File: src/rtl/gpio_mux_pkg.sv
package gpio_mux_pkg;

    localparam int FSEL_W    = 5;
    localparam int OVR_W     = 2;
    localparam int CTRL_W    = FSEL_W + 4 * OVR_W;
    localparam int PAD_W     = 5;

    // control register field positions
    localparam int FSEL_LSB  = 0;
    localparam int OOUT_LSB  = FSEL_LSB + FSEL_W;
    localparam int OOE_LSB   = OOUT_LSB + OVR_W;
    localparam int OIN_LSB   = OOE_LSB + OVR_W;
    localparam int OIRQ_LSB  = OIN_LSB + OVR_W;

    // pad register field positions
    localparam int PU_BIT    = 0;
    localparam int PD_BIT    = 1;
    localparam int SLEW_BIT  = 2;
    localparam int DRV_LSB   = 3;

    localparam logic [FSEL_W-1:0] FSEL_NULL = 5'h1F;
    localparam logic [CTRL_W-1:0] CTRL_RST  = CTRL_W'(FSEL_NULL);
    localparam logic [PAD_W-1:0]  PAD_RST   = 5'b01000;

    typedef enum logic [OVR_W-1:0] {
        OVR_PASS = 2'd0,
        OVR_INV  = 2'd1,
        OVR_LOW  = 2'd2,
        OVR_HIGH = 2'd3
    } ovr_e;

    function automatic logic apply_ovr(input ovr_e mode, input logic val);
        logic res;
        unique case (mode)
            OVR_PASS: res = val;
            OVR_INV:  res = ~val;
            OVR_LOW:  res = 1'b0;
            OVR_HIGH: res = 1'b1;
            default:  res = val;
        endcase
        return res;
    endfunction

endpackage

File: src/rtl/gpio_cfg_regs.sv
module gpio_cfg_regs
    import gpio_mux_pkg::*;
#(
    parameter int NUM_PINS = 30,
    parameter int PIN_W    = $clog2(NUM_PINS),
    parameter int ADDR_W   = PIN_W + 1
) (
    input  logic                               clk,
    input  logic                               rst_n,
    input  logic                               wr_en,
    input  logic [ADDR_W-1:0]                  wr_addr,
    input  logic [CTRL_W-1:0]                  wr_data,
    input  logic [ADDR_W-1:0]                  rd_addr,
    output logic [CTRL_W-1:0]                  rd_data,
    output logic [NUM_PINS-1:0][CTRL_W-1:0]    ctrl_q,
    output logic [NUM_PINS-1:0][PAD_W-1:0]     pad_q
);

    logic [PIN_W-1:0] wr_pin;
    logic [PIN_W-1:0] rd_pin;
    logic             wr_hit;
    logic             rd_hit;

    assign wr_pin = wr_addr[ADDR_W-1:1];
    assign rd_pin = rd_addr[ADDR_W-1:1];
    assign wr_hit = wr_en && (int'(wr_pin) < NUM_PINS);
    assign rd_hit = int'(rd_pin) < NUM_PINS;

    always_ff @(posedge clk or negedge rst_n) begin
        if (!rst_n) begin
            for (int p = 0; p < NUM_PINS; p++) begin
                ctrl_q[p] <= CTRL_RST;
                pad_q[p]  <= PAD_RST;
            end
        end else if (wr_hit) begin
            if (wr_addr[0]) begin
                pad_q[wr_pin] <= wr_data[PAD_W-1:0];
            end else begin
                ctrl_q[wr_pin] <= wr_data;
            end
        end
    end

    always_comb begin
        rd_data = '0;
        if (rd_hit) begin
            if (rd_addr[0]) begin
                rd_data = CTRL_W'(pad_q[rd_pin]);
            end else begin
                rd_data = ctrl_q[rd_pin];
            end
        end
    end

endmodule

File: src/rtl/gpio_pin_path.sv
module gpio_pin_path
    import gpio_mux_pkg::*;
#(
    parameter int NUM_FUNCS = 10
) (
    input  logic [FSEL_W-1:0]    fsel,
    input  logic [OVR_W-1:0]     out_ovr,
    input  logic [OVR_W-1:0]     oe_ovr,
    input  logic [OVR_W-1:0]     in_ovr,
    input  logic [OVR_W-1:0]     irq_ovr,
    input  logic [NUM_FUNCS-1:0] fn_out,
    input  logic [NUM_FUNCS-1:0] fn_oe,
    input  logic                 pad_in,
    output logic                 pad_out,
    output logic                 pad_oe,
    output logic                 in_val,
    output logic                 irq
);

    logic sel_out;
    logic sel_oe;

    // one-hot style pick keeps the index inside the supported range
    always_comb begin
        sel_out = 1'b0;
        sel_oe  = 1'b0;
        for (int f = 0; f < NUM_FUNCS; f++) begin
            if (fsel == FSEL_W'(f)) begin
                sel_out = fn_out[f];
                sel_oe  = fn_oe[f];
            end
        end
    end

    always_comb begin
        pad_out = apply_ovr(ovr_e'(out_ovr), sel_out);
        pad_oe  = apply_ovr(ovr_e'(oe_ovr), sel_oe);
        in_val  = apply_ovr(ovr_e'(in_ovr), pad_in);
        irq     = apply_ovr(ovr_e'(irq_ovr), pad_in);
    end

endmodule

File: src/rtl/gpio_in_merge.sv
module gpio_in_merge
    import gpio_mux_pkg::*;
#(
    parameter int NUM_PINS  = 30,
    parameter int NUM_FUNCS = 10,
    parameter int NUM_LANES = 4,
    parameter int LANE_BITS = NUM_FUNCS * NUM_LANES
) (
    input  logic [NUM_PINS-1:0][FSEL_W-1:0] fsel,
    input  logic [NUM_PINS-1:0]             in_val,
    output logic [LANE_BITS-1:0]            fn_in
);

    always_comb begin
        fn_in = '0;
        for (int p = 0; p < NUM_PINS; p++) begin
            for (int f = 0; f < NUM_FUNCS; f++) begin
                if (fsel[p] == FSEL_W'(f)) begin
                    fn_in[f * NUM_LANES + (p % NUM_LANES)] |= in_val[p];
                end
            end
        end
    end

endmodule

File: src/rtl/gpio_fsel_mux.sv
module gpio_fsel_mux
    import gpio_mux_pkg::*;
#(
    parameter int NUM_PINS  = 30,
    parameter int NUM_FUNCS = 10,
    parameter int NUM_LANES = 4,
    parameter int PIN_W     = $clog2(NUM_PINS),
    parameter int ADDR_W    = PIN_W + 1,
    parameter int LANE_BITS = NUM_FUNCS * NUM_LANES
) (
    input  logic                   clk,
    input  logic                   rst_n,
    input  logic                   wr_en,
    input  logic [ADDR_W-1:0]      wr_addr,
    input  logic [CTRL_W-1:0]      wr_data,
    input  logic [ADDR_W-1:0]      rd_addr,
    output logic [CTRL_W-1:0]      rd_data,
    input  logic [LANE_BITS-1:0]   fn_out_i,
    input  logic [LANE_BITS-1:0]   fn_oe_i,
    output logic [LANE_BITS-1:0]   fn_in_o,
    input  logic [NUM_PINS-1:0]    pad_in_i,
    output logic [NUM_PINS-1:0]    pad_out_o,
    output logic [NUM_PINS-1:0]    pad_oe_o,
    output logic [NUM_PINS-1:0]    irq_o,
    output logic [NUM_PINS-1:0]    pad_pu_o,
    output logic [NUM_PINS-1:0]    pad_pd_o,
    output logic [NUM_PINS-1:0]    pad_keep_o,
    output logic [NUM_PINS-1:0]    pad_slew_fast_o,
    output logic [2*NUM_PINS-1:0]  pad_drive_o
);

    logic [NUM_PINS-1:0][CTRL_W-1:0] ctrl_q;
    logic [NUM_PINS-1:0][PAD_W-1:0]  pad_q;
    logic [NUM_PINS-1:0][FSEL_W-1:0] fsel;
    logic [NUM_PINS-1:0][OVR_W-1:0]  out_ovr;
    logic [NUM_PINS-1:0][OVR_W-1:0]  oe_ovr;
    logic [NUM_PINS-1:0][OVR_W-1:0]  in_ovr;
    logic [NUM_PINS-1:0][OVR_W-1:0]  irq_ovr;
    logic [NUM_PINS-1:0]             in_val;
    logic [NUM_PINS-1:0]             pin_in;

    gpio_cfg_regs #(
        .NUM_PINS (NUM_PINS),
        .PIN_W    (PIN_W),
        .ADDR_W   (ADDR_W)
    ) regs_i (
        .clk     (clk),
        .rst_n   (rst_n),
        .wr_en   (wr_en),
        .wr_addr (wr_addr),
        .wr_data (wr_data),
        .rd_addr (rd_addr),
        .rd_data (rd_data),
        .ctrl_q  (ctrl_q),
        .pad_q   (pad_q)
    );

    for (genvar p = 0; p < NUM_PINS; p++) begin : g_pin
        localparam int LANE = p % NUM_LANES;

        logic [NUM_FUNCS-1:0] lane_out;
        logic [NUM_FUNCS-1:0] lane_oe;
        logic                 pu;
        logic                 pd;

        assign fsel[p]    = ctrl_q[p][FSEL_LSB +: FSEL_W];
        assign out_ovr[p] = ctrl_q[p][OOUT_LSB +: OVR_W];
        assign oe_ovr[p]  = ctrl_q[p][OOE_LSB  +: OVR_W];
        assign in_ovr[p]  = ctrl_q[p][OIN_LSB  +: OVR_W];
        assign irq_ovr[p] = ctrl_q[p][OIRQ_LSB +: OVR_W];

        for (genvar f = 0; f < NUM_FUNCS; f++) begin : g_fn
            assign lane_out[f] = fn_out_i[f * NUM_LANES + LANE];
            assign lane_oe[f]  = fn_oe_i[f * NUM_LANES + LANE];
        end

        gpio_pin_path #(
            .NUM_FUNCS (NUM_FUNCS)
        ) path_i (
            .fsel    (fsel[p]),
            .out_ovr (out_ovr[p]),
            .oe_ovr  (oe_ovr[p]),
            .in_ovr  (in_ovr[p]),
            .irq_ovr (irq_ovr[p]),
            .fn_out  (lane_out),
            .fn_oe   (lane_oe),
            .pad_in  (pad_in_i[p]),
            .pad_out (pad_out_o[p]),
            .pad_oe  (pad_oe_o[p]),
            .in_val  (pin_in[p]),
            .irq     (irq_o[p])
        );

        assign in_val[p] = pin_in[p];

        // pad settings: both pulls requested means keeper only
        assign pu                       = pad_q[p][PU_BIT];
        assign pd                       = pad_q[p][PD_BIT];
        assign pad_pu_o[p]              = pu & ~pd;
        assign pad_pd_o[p]              = pd & ~pu;
        assign pad_keep_o[p]            = pu & pd;
        assign pad_slew_fast_o[p]       = pad_q[p][SLEW_BIT];
        assign pad_drive_o[2*p +: 2]    = pad_q[p][DRV_LSB +: 2];
    end

    gpio_in_merge #(
        .NUM_PINS  (NUM_PINS),
        .NUM_FUNCS (NUM_FUNCS),
        .NUM_LANES (NUM_LANES),
        .LANE_BITS (LANE_BITS)
    ) merge_i (
        .fsel   (fsel),
        .in_val (in_val),
        .fn_in  (fn_in_o)
    );

endmodule

File: config.mk
export PLATFORM = sky130hd
export DESIGN_NAME = gpio_fsel_mux
export DESIGN_NICKNAME = d
export VERILOG_FILES = /design/src/rtl/gpio_mux_pkg.sv /design/src/rtl/gpio_cfg_regs.sv /design/src/rtl/gpio_pin_path.sv /design/src/rtl/gpio_in_merge.sv /design/src/rtl/gpio_fsel_mux.sv
export SDC_FILE = /design/constraint.sdc
export NUM_CORES = 2
export LEC_CHECK = 0
export BUFFER_PORTS_ARGS = -buffer_cell sky130_fd_sc_hd__buf_2
export CORE_AREA = 10 10 318 289
export CTS_CLUSTER_SIZE = 28
export DETAILED_ROUTE_END_ITERATION = 10
export DIE_AREA = 0 0 328 299
export GPL_TIMING_DRIVEN = 0
export PLACE_DENSITY_LB_ADDON = 0.08
export SLEW_MARGIN = 20
export SYNTH_ARGS = -nofsm -noshare
export SYNTH_HDL_FRONTEND = slang
export SYNTH_SLANG_ARGS = --single-unit
File: constraint.sdc
create_clock -name clk -period 2.8 [get_ports clk]
set_input_delay 0.14 -clock clk [delete_from_list [all_inputs] [get_ports clk]]
set_output_delay 0.14 -clock clk [all_outputs]
set_load 0.02 [all_outputs]
# After elaboration in Yosys (flattened, before gate mapping)
# Cells that the tools add are included.
word_totals:
  reg_bits: 540
  output_inout_bits: 323
  word_cells: 2382
classes:
  n_lt_le_gt_ge: 5
  n_eq_ne: 630
  muxes: 1032
  bitwise: 501
  n_reduce_logical: 154
op_table:
  columns: ["cell", "n"]
  rows:
  - ["$mux 1", 900]
  - ["$eq 5x3->1 const B", 120]
  - ["$eq 2x2->1 const B", 240]
  - ["$pmux 1 s4", 120]
  - ["$bwmux 390", 1]
  - ["$eq 5x2->1 const B", 60]
  - ["$eq 5x4->1 const B", 60]
  - ["$or 1x1->1", 260]
  - ["$eq 2x1->1 const B", 120]
  - ["$logic_not 2->1", 120]
  - ["$not 1->1", 151]
  - ["$bwmux 150", 1]
  - ["$eq 5x1->1 const B", 30]
  - ["$logic_not 5->1", 30]
  - ["$and 1x1->1", 90]
  - ["$bmux 13 s5", 1]
  - ["$demux 13 s5", 1]
  - ["$mux 13", 4]
  - ["$bmux 5 s5", 1]
  - ["$demux 5 s5", 1]
  - ["$lt 5x6->1 const B", 2]
  - ["$lt 5x5->1 const B", 2]
  - ["$mux 5", 2]
  - ["$ge 5x1->1 const B", 1]
  - ["other kinds (2)", 4]

# Depth between registers and ports, before layout
depth:
  word_depth: 17
  mapped_depth: 11

# Hierarchy
# From an unflattened synthesis, not the netlist that was laid out.
hier_totals:
  cells_unflattened: 3643
  hier_area_um2: 39770.6
modules_own_cells:
  columns: ["mod", "n_inst", "cells_each", "area_per_inst_um2"]
  rows:
  - ["gpio_cfg_regs", 1, 1642, 25175.4]
  - ["gpio_pin_path at g_pin[0].path_i ...", 29, 46, 349.1]
  - ["gpio_in_merge", 1, 528, 3355.7]
  - ["gpio_fsel_mux", 1, 90, 750.7]
  - ["gpio_pin_path at g_pin[9].path_i", 1, 49, 365.4]

# Worst setup path after synthesis
# Ideal clock, no wire load.
synth_path:
  path_kind: "reg-to-output"
  start: "register regs_i.ctrl_q[143] (netlist name)"
  end: "output port pad_oe_o[11]"
  arrival_ns: 2.195
  t_required_ns: 2.660
  slack_ns: 0.465
  path_stages_with_launch: 8
  n_path_buf: 2
  path_cell_list: "dfstp_2 clkbuf_1 mux4_2 mux2_2 a221oi_1 nor3_1 xor2_1 buf_4"
synth_between:
  elab_chain_cells: 13
synth_rtl:
  columns: ["element", "line_no", "rtl"]
  rows:
  - ["start: declaration", "gpio_cfg_regs.sv:15", "output logic [NUM_PINS-1:0][CTRL_W-1:0] ctrl_q,"]
  - ["start signal: indexed assignment", "gpio_cfg_regs.sv:39", "ctrl_q[wr_pin] <= wr_data;"]
  - ["$logic_not 5->1", "gpio_pin_path.sv:28", "if (fsel == FSEL_W'(f)) begin"]
  - ["$mux 1 (9 in a row)", "gpio_pin_path.sv:28", null]
  - ["$mux 1 (*)", "gpio_pin_path.sv:28", null]
  - ["$not 1->1", "gpio_mux_pkg.sv:36", "OVR_INV: res = ~val;"]
  - ["$pmux 1 s4 (*)", "gpio_mux_pkg.sv:34", "unique case (mode)"]
  - ["end: declaration", "gpio_fsel_mux.sv:23", "output logic [NUM_PINS-1:0] pad_oe_o,"]
# Mark *: on every way between the ends. The rest lies on a longest branch, timed or not.

# Final worst setup path
layout_path:
  start: "register regs_i.ctrl_q[156] (netlist name)"
  end: "output port pad_out_o[12]"
layout_between:
  elab_chain_cells: 13
layout_rtl:
  columns: ["element", "line_no", "rtl"]
  rows:
  - ["$logic_not 5->1", "gpio_pin_path.sv:28", null]
  - ["$mux 1 (9 in a row)", "gpio_pin_path.sv:28", null]
  - ["$mux 1 (*)", "gpio_pin_path.sv:28", null]
  - ["$not 1->1", "gpio_mux_pkg.sv:36", null]
  - ["$pmux 1 s4 (*)", "gpio_mux_pkg.sv:34", null]
  - ["end: declaration", "gpio_fsel_mux.sv:22", "output logic [NUM_PINS-1:0] pad_out_o,"]
# Marked as above.

==> flow_metrics.tcl <==
set metrics [dict create \
    die_width_um 328 \
    async_flop_share 1.00 \
    fillers 7462 \
    synthTopCellsByArea "dfrtp_1, dfstp_2, mux2_1, mux4_2, mux2_2" \
    crit_start "regs_i.ctrl_q[156]$_DFFE_PN1P_" \
    vias 35688 \
    hold_viol_final 0 \
    numCtsBuffers 60 \
    r2r_cells 2 \
    syn2layout_area_growth_pct 30.8 \
    power.density_nw_per_um2 672 \
    drive_gt1_frac 0.489 \
    grt_pass1_wl_um 274000 \
    skew_ns 0 \
    arrival_ns 3.24 \
    min_from "wr_data[10]" \
    port_buffers 434 \
    ctsLongestPathBuffers 3 \
    worst_hold_path_type "in2reg" \
    synth_top_area_cell "dfrtp_1" \
    yosysSeqAreaShare 0.362 \
    tightest_slew_ns 1.26 \
    clkPwrFrac 0.253 \
    met2_usage 0.551 \
    slew_headroom 0.159 \
    rsz0062_at_grt "true" \
    crit_required_ns 2.66 \
    vdd_ir_drop_max_uv 553 \
    drcViolationCount 0 \
    cp-end-kind "output port" \
    hold_path_depth 2 \
    cts_max_level 2 \
    drt-total-wl_um 202000 \
    setup_slack_ns -0.581 \
    pwr-share-comb 0.419 \
    cts.clk_slew.worst_paths_ns 0.07 \
    grt_use_met1 0.533 \
    internal-power_w 0.0202 \
    avgRoutedWirePerCell_um 37.4 \
    synth_top_area_frac 0.237 \
    p_switching_w 0.0132 \
    tns_ns -8.47 \
    setup_viol 60 \
    cts_tree "yes" \
    start_util 0.445 \
    syn_area_per_cell_um2 10.8 \
    crit_type "reg2out" \
    fin_area_um2 49700 \
    synth_cells 3512 \
    synth_common_cells "mux2_1, dfrtp_1, nor2_1" \
    status "complete, but fails checks" \
    die_area_um2 98100 \
    r2r_end "regs_i.ctrl_q[364]$_DFFE_PN1P_" \
    placed_area_um2 41800 \
    ant_nets 0 \
    cts_sinks 540 \
    grt.met3_usage 0.131 \
    place.gp.congestion 1.06 \
    fin_crit_sh 1.21 \
    max_freq_mhz 296 \
    clock_latency_ns 0.65 \
    synth_nets 3650 \
    r2r-start "regs_i.ctrl_q[364]$_DFFE_PN1P_" \
    hpwl_um 154000 \
    antenna_found_initial 30 \
    power_leakage_nw 21.9 \
    r2r_setup_slack_ns 1.44 \
    gr-total-overflow 0 \
    drv_slew 0 \
    grt_max_degree 89 \
    power_switching_share 0.394 \
    synthMostInstantiatedCell "mux2_1" \
    row_count 102 \
    finalPower_w 0.0334 \
    cp_max_fo 4 \
    yosysUniqueCellTypes 85 \
    grt_pass1_vias 33861 \
    firstDrtPassIters 9 \
    start_kind "flop" \
    core-area_um2 85400 \
    pwr-share-seq 0.328 \
    io_pins 461 \
    period_minus_slack_ns 3.38 \
    cap_violations 0 \
    finish.utilization 0.582 \
    globalRoute.busiestLayer "met2" \
    violations "negative setup slack" \
    grtUsageTotal 0.395 \
    cts_root_buf "clkbuf_16" \
    drt-initial-drc-count 4905 \
    dieHeight_um 299 \
    ys_seq_elements 540 \
    via_per_inst 6.61 \
    yosys_warnings 0 \
    nNetsFinal 4319 \
    synth_edf_count 0 \
    syn_area_um2 38000 \
    synthFlopType "dfrtp_1" \
    hold_path_end "regs_i.ctrl_q[179]$_DFFE_PN0P_" \
]
area by class of cell:
class                           count  area (µm²)  area share
Clock buffer                       88        1770      0.0356
Inverter                           51         203     0.00408
Buffer                            367        2720      0.0547
Tap cell                         1144        1430      0.0288
Multi-Input combinational cell   2469       24300       0.489
Antenna cell                       24        60.1     0.00121
Clock inverter                     26         329     0.00662
Timing Repair Buffer              692        5080       0.102
Sequential cell                   540       13800       0.278
registers in the layout (all words and copies together), names as in the netlist:
| register | count |
|---|---|
| regs_i.pad_q | 150 |
| regs_i.ctrl_q | 390 |
per-layer routing:
layer,part of all wire,vias up
li1,-,14235
met1,0.39,18403
met2,0.41,2523
met3,0.13,519
met4,0.064,8
met5,0.00026,-
logic make-up (layout without fill, tap and decap cells):
group,count (synthesis),in the layout,share of synthesized area
XOR/XNOR,119,119,0.0274
multiplexers,851,851,0.306
AND/OR/NAND/NOR,1018,1018,0.142
buffers and inverters,503,1224,0.0736
other,0,24,0
AO/OA/AOI/OAI,481,481,0.0895
flip-flops,540,540,0.362
cell usage in the layout (no fill, tap or decap), types with 28 or more instances in the layout:
master / count
buf_2: 381
buf_4: 376
mux2_1: 364
dfrtp_1: 332
nor2_1: 212
nand2_1: 190
mux4_2: 180
mux2_2: 180
dfstp_2: 171
buf_6: 121
nor2b_1: 99
mux2i_1: 94
clkbuf_1: 68
nand2b_1: 67
clkbuf_16: 63
a21oi_1: 49
o21ai_0: 48
inv_1: 47
o211ai_1: 42
nor3_1: 42
and2_1: 42
nand3_1: 39
xor2_1: 39
nand3b_1: 34
xnor2_1: 32
clkbuf_2: 31
o21ai_1: 28
dfrtp_2: 28
worst max-delay path, stage by stage (launching register included):
cell,delay (ns)
dfstp_2,0.59
mux4_2,0.52
mux2i_2,0.20
nor3_2,0.09
a221oi_4,0.45
nor2_1,0.12
xor2_1,0.33
buf_4,0.18
buf_6,0.11
power by group through the flow:
stage	clock (W)	combinational, W	sequential [W]
5_1_grt	0.00881	0.0145	0.0110
6_report	0.00845	0.0140	0.0109
4_1_cts	0.00848	0.0129	0.0108
3_5_place_dp	0	0.0112	0.0106
2_1_floorplan	0	0.00729	0.00985
3_3_place_gp	0	0.0112	0.0106
how the worst max path moves through the flow:
| stage | to | depth (start not counted) | slack [ns] |
|---|---|---|---|
| after CTS | pad_oe_o[13] | 7 | -0.45 |
| after global routing | pad_out_o[12] | 8 | -0.56 |
| final | pad_out_o[12] | 8 | -0.58 |
| after global placement | regs_i.pad_q[6]$_DFFE_PN0P_ | 1 | -10.23 |
| after floorplan | pad_oe_o[11] | 7 | 0.47 |
| after detailed placement | pad_out_o[12] | 9 | -0.66 |
per-stage QoR:
step	std cells	setup WS [ns]	hold slack, ns
after floorplan	3512	0.465	-0.156
after global placement	5090	-10.23	0.485
after detailed placement	5097	-0.656	0.109
after CTS	5311	-0.446	0.000998
after global routing	5384	-0.562	0.0428
final	5401	-0.581	0.00445
repair_timing:
item                       4_1_cts  5_1_grt
pin swaps                      184      165
setup endpoints to repair      113      115
hold buffers                     6        0
setup buffers                  176       71
hold endpoints to repair       170        0
gates cloned                     1        0
resized for setup              679      338
Note: power is estimated with default switching activity, not from simulation.
